===== config.mk =====
export PLATFORM = sky130hd
export DESIGN_NAME = vmx_translate
export DESIGN_NICKNAME = d
export VERILOG_FILES = /design/src/rtl/vmx_pkg.sv /design/src/rtl/vmx_recency.sv /design/src/rtl/vmx_cache.sv /design/src/rtl/vmx_pagemap.sv /design/src/rtl/vmx_translate.sv
export SDC_FILE = /design/constraint.sdc
export NUM_CORES = 1
export LEC_CHECK = 0
export ABC_CLOCK_PERIOD_IN_PS = 23000
export BUFFER_PORTS_ARGS = -buffer_cell sky130_fd_sc_hd__buf_4
export CAP_MARGIN = 30
export CORE_MARGIN = 2
export CORE_UTILIZATION = 60
export CTS_BUF_LIST = sky130_fd_sc_hd__clkbuf_16
export CTS_CLUSTER_SIZE = 40
export DETAILED_ROUTE_END_ITERATION = 10
export PLACE_DENSITY = 0.81
export SLEW_MARGIN = 20
export SYNTH_ARGS = -nofsm -noshare
export SYNTH_HDL_FRONTEND = slang
export SYNTH_HIERARCHICAL = 1
export SYNTH_SLANG_ARGS = --single-unit

===== constraint.sdc =====
create_clock -name clk -period 23 [get_ports clk]
set_input_delay 4.6 -clock clk [delete_from_list [all_inputs] [get_ports clk]]
set_output_delay 4.6 -clock clk [all_outputs]
set_load 0.01 [all_outputs]

===== src/rtl/vmx_pkg.sv =====
package vmx_pkg;

  typedef enum logic [1:0] {
    KIND_TLB   = 2'b00,
    KIND_MAP   = 2'b01,
    KIND_NEW   = 2'b10,
    KIND_ERR   = 2'b11
  } kind_e;

  typedef enum logic [1:0] {
    ST_IDLE  = 2'd0,
    ST_WALK  = 2'd1,
    ST_ALLOC = 2'd2,
    ST_RESP  = 2'd3
  } state_e;

  // Reset image of the page map: resident flag per VPN.
  function automatic bit map_init_valid(int vpn);
    case (vpn)
      0, 3, 4, 5, 7, 10, 11: return 1'b1;
      default:               return 1'b0;
    endcase
  endfunction

  // Reset image of the page map: physical page per VPN.
  function automatic int map_init_page(int vpn);
    case (vpn)
      0:       return 5;
      3:       return 6;
      4:       return 9;
      5:       return 11;
      7:       return 4;
      10:      return 3;
      11:      return 12;
      default: return 0;
    endcase
  endfunction

  // Largest page number present in the reset page map.
  function automatic int map_init_ceiling(int depth);
    int top;
    top = 0;
    for (int v = 0; v < depth; v++) begin
      if (map_init_valid(v) && map_init_page(v) > top) top = map_init_page(v);
    end
    return top;
  endfunction

  // Reset image of the lookaside cache.
  function automatic bit cache_init_valid(int slot);
    return (slot < 3);
  endfunction

  function automatic int cache_init_tag(int slot);
    case (slot)
      0:       return 11;
      1:       return 7;
      2:       return 3;
      3:       return 4;
      default: return 0;
    endcase
  endfunction

  function automatic int cache_init_page(int slot);
    case (slot)
      0:       return 12;
      1:       return 4;
      2:       return 6;
      3:       return 9;
      default: return 0;
    endcase
  endfunction

endpackage


===== src/rtl/vmx_recency.sv =====
module vmx_recency #(
  parameter int N     = 4,
  parameter int IDX_W = $clog2(N)
) (
  input  logic             clk,
  input  logic             rst_n,
  input  logic             touch_en,
  input  logic [IDX_W-1:0] touch_idx,
  input  logic [N-1:0]     slot_valid,
  output logic [IDX_W-1:0] victim_idx
);

  localparam int AGE_W = $clog2(N);
  localparam logic [AGE_W-1:0] AGE_OLD = AGE_W'(N - 1);

  logic [AGE_W-1:0] age_q [N];
  logic [AGE_W-1:0] age_d [N];
  logic [N-1:0]     is_old;

  always_comb begin
    for (int i = 0; i < N; i++) age_d[i] = age_q[i];
    if (touch_en) begin
      for (int i = 0; i < N; i++) begin
        if (age_q[i] < age_q[touch_idx]) age_d[i] = age_q[i] + 1'b1;
      end
      age_d[touch_idx] = '0;
    end
  end

  always_ff @(posedge clk or negedge rst_n) begin
    if (!rst_n) begin
      for (int i = 0; i < N; i++) age_q[i] <= AGE_W'(N - 1 - i);
    end else if (touch_en) begin
      for (int i = 0; i < N; i++) age_q[i] <= age_d[i];
    end
  end

  generate
    for (genvar g = 0; g < N; g++) begin : g_old
      assign is_old[g] = (age_q[g] == AGE_OLD);
    end
  endgenerate

  // Invalid slots win over the oldest valid slot.
  always_comb begin
    logic found;
    found      = 1'b0;
    victim_idx = '0;
    for (int i = 0; i < N; i++) begin
      if (!found && !slot_valid[i]) begin
        victim_idx = IDX_W'(i);
        found      = 1'b1;
      end
    end
    if (!found) begin
      for (int i = 0; i < N; i++) begin
        if (is_old[i]) victim_idx = IDX_W'(i);
      end
    end
  end

  a_r5_single_oldest: assert property (@(posedge clk) disable iff (!rst_n)
    $countones(is_old) == 1);

  a_r5_touch_is_newest: assert property (@(posedge clk) disable iff (!rst_n)
    touch_en |=> age_q[$past(touch_idx)] == '0);

endmodule


===== src/rtl/vmx_cache.sv =====
module vmx_cache #(
  parameter int N     = 4,
  parameter int VPN_W = 19,
  parameter int PPN_W = 8,
  parameter int IDX_W = $clog2(N)
) (
  input  logic             clk,
  input  logic             rst_n,
  input  logic [VPN_W-1:0] look_vpn,
  output logic             look_hit,
  output logic [IDX_W-1:0] look_idx,
  output logic [PPN_W-1:0] look_ppn,
  input  logic             fill_en,
  input  logic [IDX_W-1:0] fill_idx,
  input  logic [VPN_W-1:0] fill_vpn,
  input  logic [PPN_W-1:0] fill_ppn,
  output logic [N-1:0]     slot_valid
);

  import vmx_pkg::*;

  logic             valid_q [N];
  logic [VPN_W-1:0] tag_q   [N];
  logic [PPN_W-1:0] ppn_q   [N];
  logic             valid_d [N];
  logic [VPN_W-1:0] tag_d   [N];
  logic [PPN_W-1:0] ppn_d   [N];
  logic [N-1:0]     match;

  always_comb begin
    for (int i = 0; i < N; i++) begin
      valid_d[i] = valid_q[i];
      tag_d[i]   = tag_q[i];
      ppn_d[i]   = ppn_q[i];
    end
    if (fill_en) begin
      valid_d[fill_idx] = 1'b1;
      tag_d[fill_idx]   = fill_vpn;
      ppn_d[fill_idx]   = fill_ppn;
    end
  end

  always_ff @(posedge clk or negedge rst_n) begin
    if (!rst_n) begin
      for (int i = 0; i < N; i++) begin
        valid_q[i] <= cache_init_valid(i);
        tag_q[i]   <= VPN_W'(cache_init_tag(i));
        ppn_q[i]   <= PPN_W'(cache_init_page(i));
      end
    end else if (fill_en) begin
      for (int i = 0; i < N; i++) begin
        valid_q[i] <= valid_d[i];
        tag_q[i]   <= tag_d[i];
        ppn_q[i]   <= ppn_d[i];
      end
    end
  end

  generate
    for (genvar g = 0; g < N; g++) begin : g_cmp
      assign match[g]      = valid_q[g] && (tag_q[g] == look_vpn);
      assign slot_valid[g] = valid_q[g];
    end
  endgenerate

  always_comb begin
    look_idx = '0;
    look_ppn = '0;
    for (int i = 0; i < N; i++) begin
      if (match[i]) begin
        look_idx = IDX_W'(i);
        look_ppn = ppn_q[i];
      end
    end
  end

  assign look_hit = |match;

  a_r3_no_duplicate_tags: assert property (@(posedge clk) disable iff (!rst_n)
    $onehot0(match));

  a_r3_fill_lands: assert property (@(posedge clk) disable iff (!rst_n)
    fill_en |=> valid_q[$past(fill_idx)] && tag_q[$past(fill_idx)] == $past(fill_vpn)
                && ppn_q[$past(fill_idx)] == $past(fill_ppn));

endmodule


===== src/rtl/vmx_pagemap.sv =====
module vmx_pagemap #(
  parameter int DEPTH = 16,
  parameter int PPN_W = 8,
  parameter int IDX_W = $clog2(DEPTH)
) (
  input  logic             clk,
  input  logic             rst_n,
  input  logic [IDX_W-1:0] rd_idx,
  output logic             rd_valid,
  output logic [PPN_W-1:0] rd_ppn,
  input  logic             alloc_en,
  output logic [PPN_W-1:0] alloc_ppn
);

  import vmx_pkg::*;

  localparam logic [PPN_W-1:0] CEIL_RST = PPN_W'(map_init_ceiling(DEPTH));

  logic             valid_q [DEPTH];
  logic [PPN_W-1:0] ppn_q   [DEPTH];
  logic [PPN_W-1:0] ceil_q;
  logic [PPN_W-1:0] ceil_d;

  assign rd_valid  = valid_q[rd_idx];
  assign rd_ppn    = ppn_q[rd_idx];
  assign ceil_d    = ceil_q + 1'b1;
  assign alloc_ppn = ceil_d;

  always_ff @(posedge clk or negedge rst_n) begin
    if (!rst_n) begin
      for (int i = 0; i < DEPTH; i++) begin
        valid_q[i] <= map_init_valid(i);
        ppn_q[i]   <= PPN_W'(map_init_page(i));
      end
      ceil_q <= CEIL_RST;
    end else if (alloc_en) begin
      valid_q[rd_idx] <= 1'b1;
      ppn_q[rd_idx]   <= ceil_d;
      ceil_q          <= ceil_d;
    end
  end

  a_r4_ceiling_steps_by_one: assert property (@(posedge clk) disable iff (!rst_n)
    alloc_en |=> ceil_q == $past(ceil_q) + 1'b1);

  a_r4_alloc_only_absent: assert property (@(posedge clk) disable iff (!rst_n)
    alloc_en |-> !rd_valid);

  a_r4_alloc_marks_resident: assert property (@(posedge clk) disable iff (!rst_n)
    alloc_en |=> valid_q[$past(rd_idx)] && ppn_q[$past(rd_idx)] == ceil_q);

endmodule


===== src/rtl/vmx_translate.sv =====
module vmx_translate #(
  parameter int VA_W      = 32,
  parameter int PAGE_BITS = 13,
  parameter int PPN_W     = 8,
  parameter int MAP_DEPTH = 16,
  parameter int TLB_N     = 4,
  parameter int PA_W      = PPN_W + PAGE_BITS
) (
  input  logic            clk,
  input  logic            rst_n,
  input  logic            req_valid,
  output logic            req_ready,
  input  logic [VA_W-1:0] req_va,
  output logic            rsp_valid,
  input  logic            rsp_ready,
  output logic [PA_W-1:0] rsp_pa,
  output logic [1:0]      rsp_kind,
  output logic            rsp_err
);

  import vmx_pkg::*;

  localparam int VPN_W  = VA_W - PAGE_BITS;
  localparam int MIDX_W = $clog2(MAP_DEPTH);
  localparam int TIDX_W = $clog2(TLB_N);
  localparam logic [VPN_W:0] MAP_LIMIT = (VPN_W + 1)'(MAP_DEPTH);

  // Reset: asserted at once, released after two clocks.
  logic [1:0] rst_sync_q;
  logic       rst_n_s;

  always_ff @(posedge clk or negedge rst_n) begin
    if (!rst_n) rst_sync_q <= 2'b00;
    else        rst_sync_q <= {rst_sync_q[0], 1'b1};
  end
  assign rst_n_s = rst_sync_q[1];

  logic [VPN_W-1:0]     req_vpn;
  logic [PAGE_BITS-1:0] req_off;
  logic                 in_range;
  logic                 accept;

  assign req_vpn  = req_va[VA_W-1:PAGE_BITS];
  assign req_off  = req_va[PAGE_BITS-1:0];
  assign in_range = {1'b0, req_vpn} < MAP_LIMIT;

  state_e               state_q, state_d;
  logic [VPN_W-1:0]     vpn_q;
  logic [PAGE_BITS-1:0] off_q;
  logic                 hold_load;
  logic [PA_W-1:0]      pa_q, pa_d;
  logic [1:0]           kind_q, kind_d;
  logic                 err_q, err_d;
  logic                 out_load;

  logic              look_hit;
  logic [TIDX_W-1:0] look_idx;
  logic [PPN_W-1:0]  look_ppn;
  logic              fill_en;
  logic [PPN_W-1:0]  fill_ppn;
  logic [TLB_N-1:0]  slot_valid;
  logic [TIDX_W-1:0] victim_idx;
  logic              touch_en;
  logic [TIDX_W-1:0] touch_idx;
  logic              map_valid;
  logic [PPN_W-1:0]  map_ppn;
  logic              alloc_en;
  logic [PPN_W-1:0]  alloc_ppn;

  assign req_ready = (state_q == ST_IDLE);
  assign accept    = req_valid && req_ready;

  vmx_cache #(
    .N     (TLB_N),
    .VPN_W (VPN_W),
    .PPN_W (PPN_W),
    .IDX_W (TIDX_W)
  ) u_cache (
    .clk        (clk),
    .rst_n      (rst_n_s),
    .look_vpn   (req_vpn),
    .look_hit   (look_hit),
    .look_idx   (look_idx),
    .look_ppn   (look_ppn),
    .fill_en    (fill_en),
    .fill_idx   (victim_idx),
    .fill_vpn   (vpn_q),
    .fill_ppn   (fill_ppn),
    .slot_valid (slot_valid)
  );

  vmx_recency #(
    .N     (TLB_N),
    .IDX_W (TIDX_W)
  ) u_recency (
    .clk        (clk),
    .rst_n      (rst_n_s),
    .touch_en   (touch_en),
    .touch_idx  (touch_idx),
    .slot_valid (slot_valid),
    .victim_idx (victim_idx)
  );

  vmx_pagemap #(
    .DEPTH (MAP_DEPTH),
    .PPN_W (PPN_W),
    .IDX_W (MIDX_W)
  ) u_pagemap (
    .clk       (clk),
    .rst_n     (rst_n_s),
    .rd_idx    (vpn_q[MIDX_W-1:0]),
    .rd_valid  (map_valid),
    .rd_ppn    (map_ppn),
    .alloc_en  (alloc_en),
    .alloc_ppn (alloc_ppn)
  );

  // Next-state and datapath control.
  always_comb begin
    state_d   = state_q;
    hold_load = 1'b0;
    out_load  = 1'b0;
    pa_d      = pa_q;
    kind_d    = kind_q;
    err_d     = err_q;
    fill_en   = 1'b0;
    fill_ppn  = map_ppn;
    touch_en  = 1'b0;
    touch_idx = victim_idx;
    alloc_en  = 1'b0;
    unique case (state_q)
      ST_IDLE: begin
        if (accept) begin
          if (!in_range) begin
            out_load = 1'b1;
            pa_d     = '0;
            kind_d   = KIND_ERR;
            err_d    = 1'b1;
            state_d  = ST_RESP;
          end else if (look_hit) begin
            out_load  = 1'b1;
            pa_d      = {look_ppn, req_off};
            kind_d    = KIND_TLB;
            err_d     = 1'b0;
            touch_en  = 1'b1;
            touch_idx = look_idx;
            state_d   = ST_RESP;
          end else begin
            hold_load = 1'b1;
            state_d   = ST_WALK;
          end
        end
      end
      ST_WALK: begin
        if (map_valid) begin
          fill_en  = 1'b1;
          touch_en = 1'b1;
          out_load = 1'b1;
          pa_d     = {map_ppn, off_q};
          kind_d   = KIND_MAP;
          err_d    = 1'b0;
          state_d  = ST_RESP;
        end else begin
          state_d = ST_ALLOC;
        end
      end
      ST_ALLOC: begin
        alloc_en = 1'b1;
        fill_en  = 1'b1;
        fill_ppn = alloc_ppn;
        touch_en = 1'b1;
        out_load = 1'b1;
        pa_d     = {alloc_ppn, off_q};
        kind_d   = KIND_NEW;
        err_d    = 1'b0;
        state_d  = ST_RESP;
      end
      ST_RESP: begin
        if (rsp_ready) state_d = ST_IDLE;
      end
      default: state_d = ST_IDLE;
    endcase
  end

  always_ff @(posedge clk or negedge rst_n_s) begin
    if (!rst_n_s) state_q <= ST_IDLE;
    else          state_q <= state_d;
  end

  always_ff @(posedge clk or negedge rst_n_s) begin
    if (!rst_n_s) begin
      vpn_q <= '0;
      off_q <= '0;
    end else if (hold_load) begin
      vpn_q <= req_vpn;
      off_q <= req_off;
    end
  end

  always_ff @(posedge clk or negedge rst_n_s) begin
    if (!rst_n_s) begin
      pa_q   <= '0;
      kind_q <= KIND_TLB;
      err_q  <= 1'b0;
    end else if (out_load) begin
      pa_q   <= pa_d;
      kind_q <= kind_d;
      err_q  <= err_d;
    end
  end

  assign rsp_valid = (state_q == ST_RESP);
  assign rsp_pa    = pa_q;
  assign rsp_kind  = kind_q;
  assign rsp_err   = err_q;

  a_r10_answer_holds: assert property (@(posedge clk) disable iff (!rst_n_s)
    (rsp_valid && !rsp_ready) |=> rsp_valid && $stable(rsp_pa)
                                  && $stable(rsp_kind) && $stable(rsp_err));

  a_r10_closed_while_pending: assert property (@(posedge clk) disable iff (!rst_n_s)
    rsp_valid |-> !req_ready);

  a_r9_error_answers_next: assert property (@(posedge clk) disable iff (!rst_n_s)
    (accept && !in_range) |=> rsp_valid && rsp_err && rsp_kind == KIND_ERR);

  a_r9_error_touches_nothing: assert property (@(posedge clk) disable iff (!rst_n_s)
    (accept && !in_range) |-> !fill_en && !touch_en && !alloc_en);

  a_r2_hit_answers_next: assert property (@(posedge clk) disable iff (!rst_n_s)
    (accept && in_range && look_hit) |=> rsp_valid && rsp_kind == KIND_TLB);

endmodule


==> impl_metrics.tcl <==
set metrics [dict create \
    status "finished, violations left" \
    failed_checks "design-rule violations" \
    fin_crit_sh_pct 38.0 \
    crit_fanout 18 \
    setup-tns-final_ps 0 \
    nFillCells 1837 \
    detail-route-antenna-nets 0 \
    clock_path_buffers 3 \
    hpwlAfterDp_um 23800 \
    yosys_warnings 6 \
    fin_total_pwr_mw 1.87 \
    die_h_um 167 \
    critPathRequiredTime_ps 23440 \
    synth_area_um2 16000 \
    cts_tree "done" \
    r2r-end "u_recency/age_q[3]" \
    area_delta_synth_final_pct 11.2 \
    vias_per_cell 6.17 \
    cts_sinks 332 \
    cts_hold_buffers 0 \
    layout_min_cycle_time_ps 8740 \
    post_cts_buffers 0 \
    worstMarginPinSlew_ps 1090 \
    first_pass_iters 8 \
    synth_cell_types 68 \
    initial_core_util_pct 61.2 \
    register_area_um2 8370 \
    rr_worst_depth 14 \
    finalClockSkew_ps 13.2 \
    portBuffers 61 \
    p_leak_nw 8.14 \
    gp_congestion 0.913 \
    arrival_ps 9170 \
    final_cell_mix "dfrtp_1 (283), mux2_2 (167), nor2_1 (89)" \
    multi_input_area_um2 7080 \
    clock_latency_ps 520 \
    cts.reportedPaths.clkPinSlew_ps 60 \
    drtIter0Drc 1010 \
    synth_seq_area_share_pct 52.3 \
    finalSetupViolCount 0 \
    cts_buffers 34 \
    post-place-ws_ps 13780 \
    nets 1398 \
    fp.dieW_um 167 \
    dieArea_um2 28000 \
    syn_inst 1302 \
    async_reset_ff_share_pct 100 \
    grt_start_max_net_pins 170 \
    syn_avg_cell_area_um2 12.3 \
    fmax_mhz 114 \
    n_antenna_cell 0 \
    ys.flop_type "dfrtp_1" \
    layout-drive-gt1-share_pct 33.0 \
    cts_root_buffer "clkbuf_16" \
    grt_overflow 0 \
    rrSetupSlack_ps 18090 \
    layout_setup_ws_ps 14260 \
    synth.net_count 1351 \
    yosys-top-cells-area "dfrtp_1 (45%), mux2_2 (12%), dfstp_2 (7.6%), mux4_2 (5.1%), xnor2_1 (2.8%)" \
    yosysTopAreaCellShare_pct 44.7 \
    cts_resized 0 \
    maxCapViolCount 0 \
    slew_headroom_pct 27.2 \
    hp-class "reg2async" \
    grt_usage_pct 26.5 \
    reg2reg_from "u_cache/tag_q[23]" \
    irDropWorstVdd_mv 0.0649 \
    powerDensity_nw_per_um2 105 \
    grt_pass1_vias 10800 \
    io_pins 62 \
    synth_area_leader_cell "dfrtp_1" \
    synth_edf_count 0 \
    vias 10500 \
    grt_pass1_wl_um 58900 \
    wirelength_um 36500 \
    cts_max_level 2 \
    wl_per_cell_um 21.4 \
    hold_viol_final 0 \
    rsz0062_at_grt "no" \
    core_area_um2 26100 \
    synth-seq-cells 332 \
    crit_type "in2reg" \
    cp-end-kind "flip-flop" \
    drv_slew 0 \
    crit_path_start_kind "primary input" \
    antenna_found_initial 0 \
    mostFrequentLayoutCell "dfrtp_1" \
    rows 59 \
    drc_errors 8 \
]
## layout make-up
type,count,share of cell area [%]
inverters,37,0.780
clock inverters,25,0.858
clock buffers,35,4.92
flip-flops and latches,332,47.0
repair buffers,92,4.31
well taps,335,2.35
multi-input cells,852,39.7
## metal layers
layer  track usage (%)  wire length, µm
met1              38.7            16000
met2              41.5            17300
met3              4.70             2480
met4              7.26              755
met5                 0                0
## sequential cells by signal (all words and copies together) (netlist names)
register	count
rst_sync_q	2
rsp_kind	2
u_pagemap/ppn_q	128
u_pagemap/valid_q	16
rsp_err	1
off_q	13
rsp_pa	21
state_q	2
u_pagemap/ceil_q	8
u_cache/ppn_q	32
u_recency/age_q	8
u_cache/tag_q	76
vpn_q	19
u_cache/slot_valid	4
## power by group
group / switching, mW / internal (mW) / leakage, nW
clock: 0.227 / 0.288 / 0.527
sequential: 0.0503 / 0.651 / 4.39
combinational: 0.370 / 0.287 / 3.22
## cell usage after synthesis, types with 15 or more instances
library cell and count:
a21oi_1 88, a22oi_1 19, a31oi_1 21, and2_1 16, buf_2 32, clkbuf_1 25
dfrtp_1 286, dfstp_2 46, inv_1 36, mux2_2 167, mux2i_1 19, mux4_2 36
nand2_1 51, nand3_1 20, nand4_1 24, nor2_1 90, nor2b_1 28, o21ai_0 20
or2_2 15, xnor2_1 52, xor2_1 28
## worst max-delay path by stage
stage             startpoint                 end  slack (ps)  depth (start not counted)
4_1_cts           req_va[17]  u_recency/age_q[3]       14310                         16
6_report          req_va[17]  u_recency/age_q[3]       14260                         16
3_5_place_dp      req_va[17]  u_recency/age_q[3]       13780                         16
3_3_place_gp      req_va[17]  u_recency/age_q[3]       13990                         16
2_1_floorplan  rst_sync_q[1]            off_q[0]       13140                          0
5_1_grt           req_va[17]  u_recency/age_q[3]       13930                         16
## cell families after synthesis
family	synth area share [%]
xor+xnor	4.68
mux	19.0
buf+inv	3.61
other cells	0.0234
flops	52.3
simple gates	10.4
fa+ha+maj	1.02
compound gates	8.94
## worst max-delay path: stages
cell and delay [ps]:
buf_4 130, inv_1 50, a222oi_1 930, and3_1 730, inv_2 70, nand3_1 120
inv_1 100, nor2_1 150, and3_1 220, mux2_2 450, mux4_1 470, inv_1 140
ha_1 280, a21boi_0 160, a221oi_1 340, mux2i_1 230
## per-stage QoR
step                hold slack (ps)  util, %  instance area, µm²  cells
finish                          256     68.1               17800   1708
global route                    292     68.1               17800   1708
CTS                             270     67.8               17700   1699
detailed placement              263     63.8               16700   1639
global placement                336     63.6               16600   1637
floorplan                       331        -               16000   1302
(Power assumes the default switching activity.)
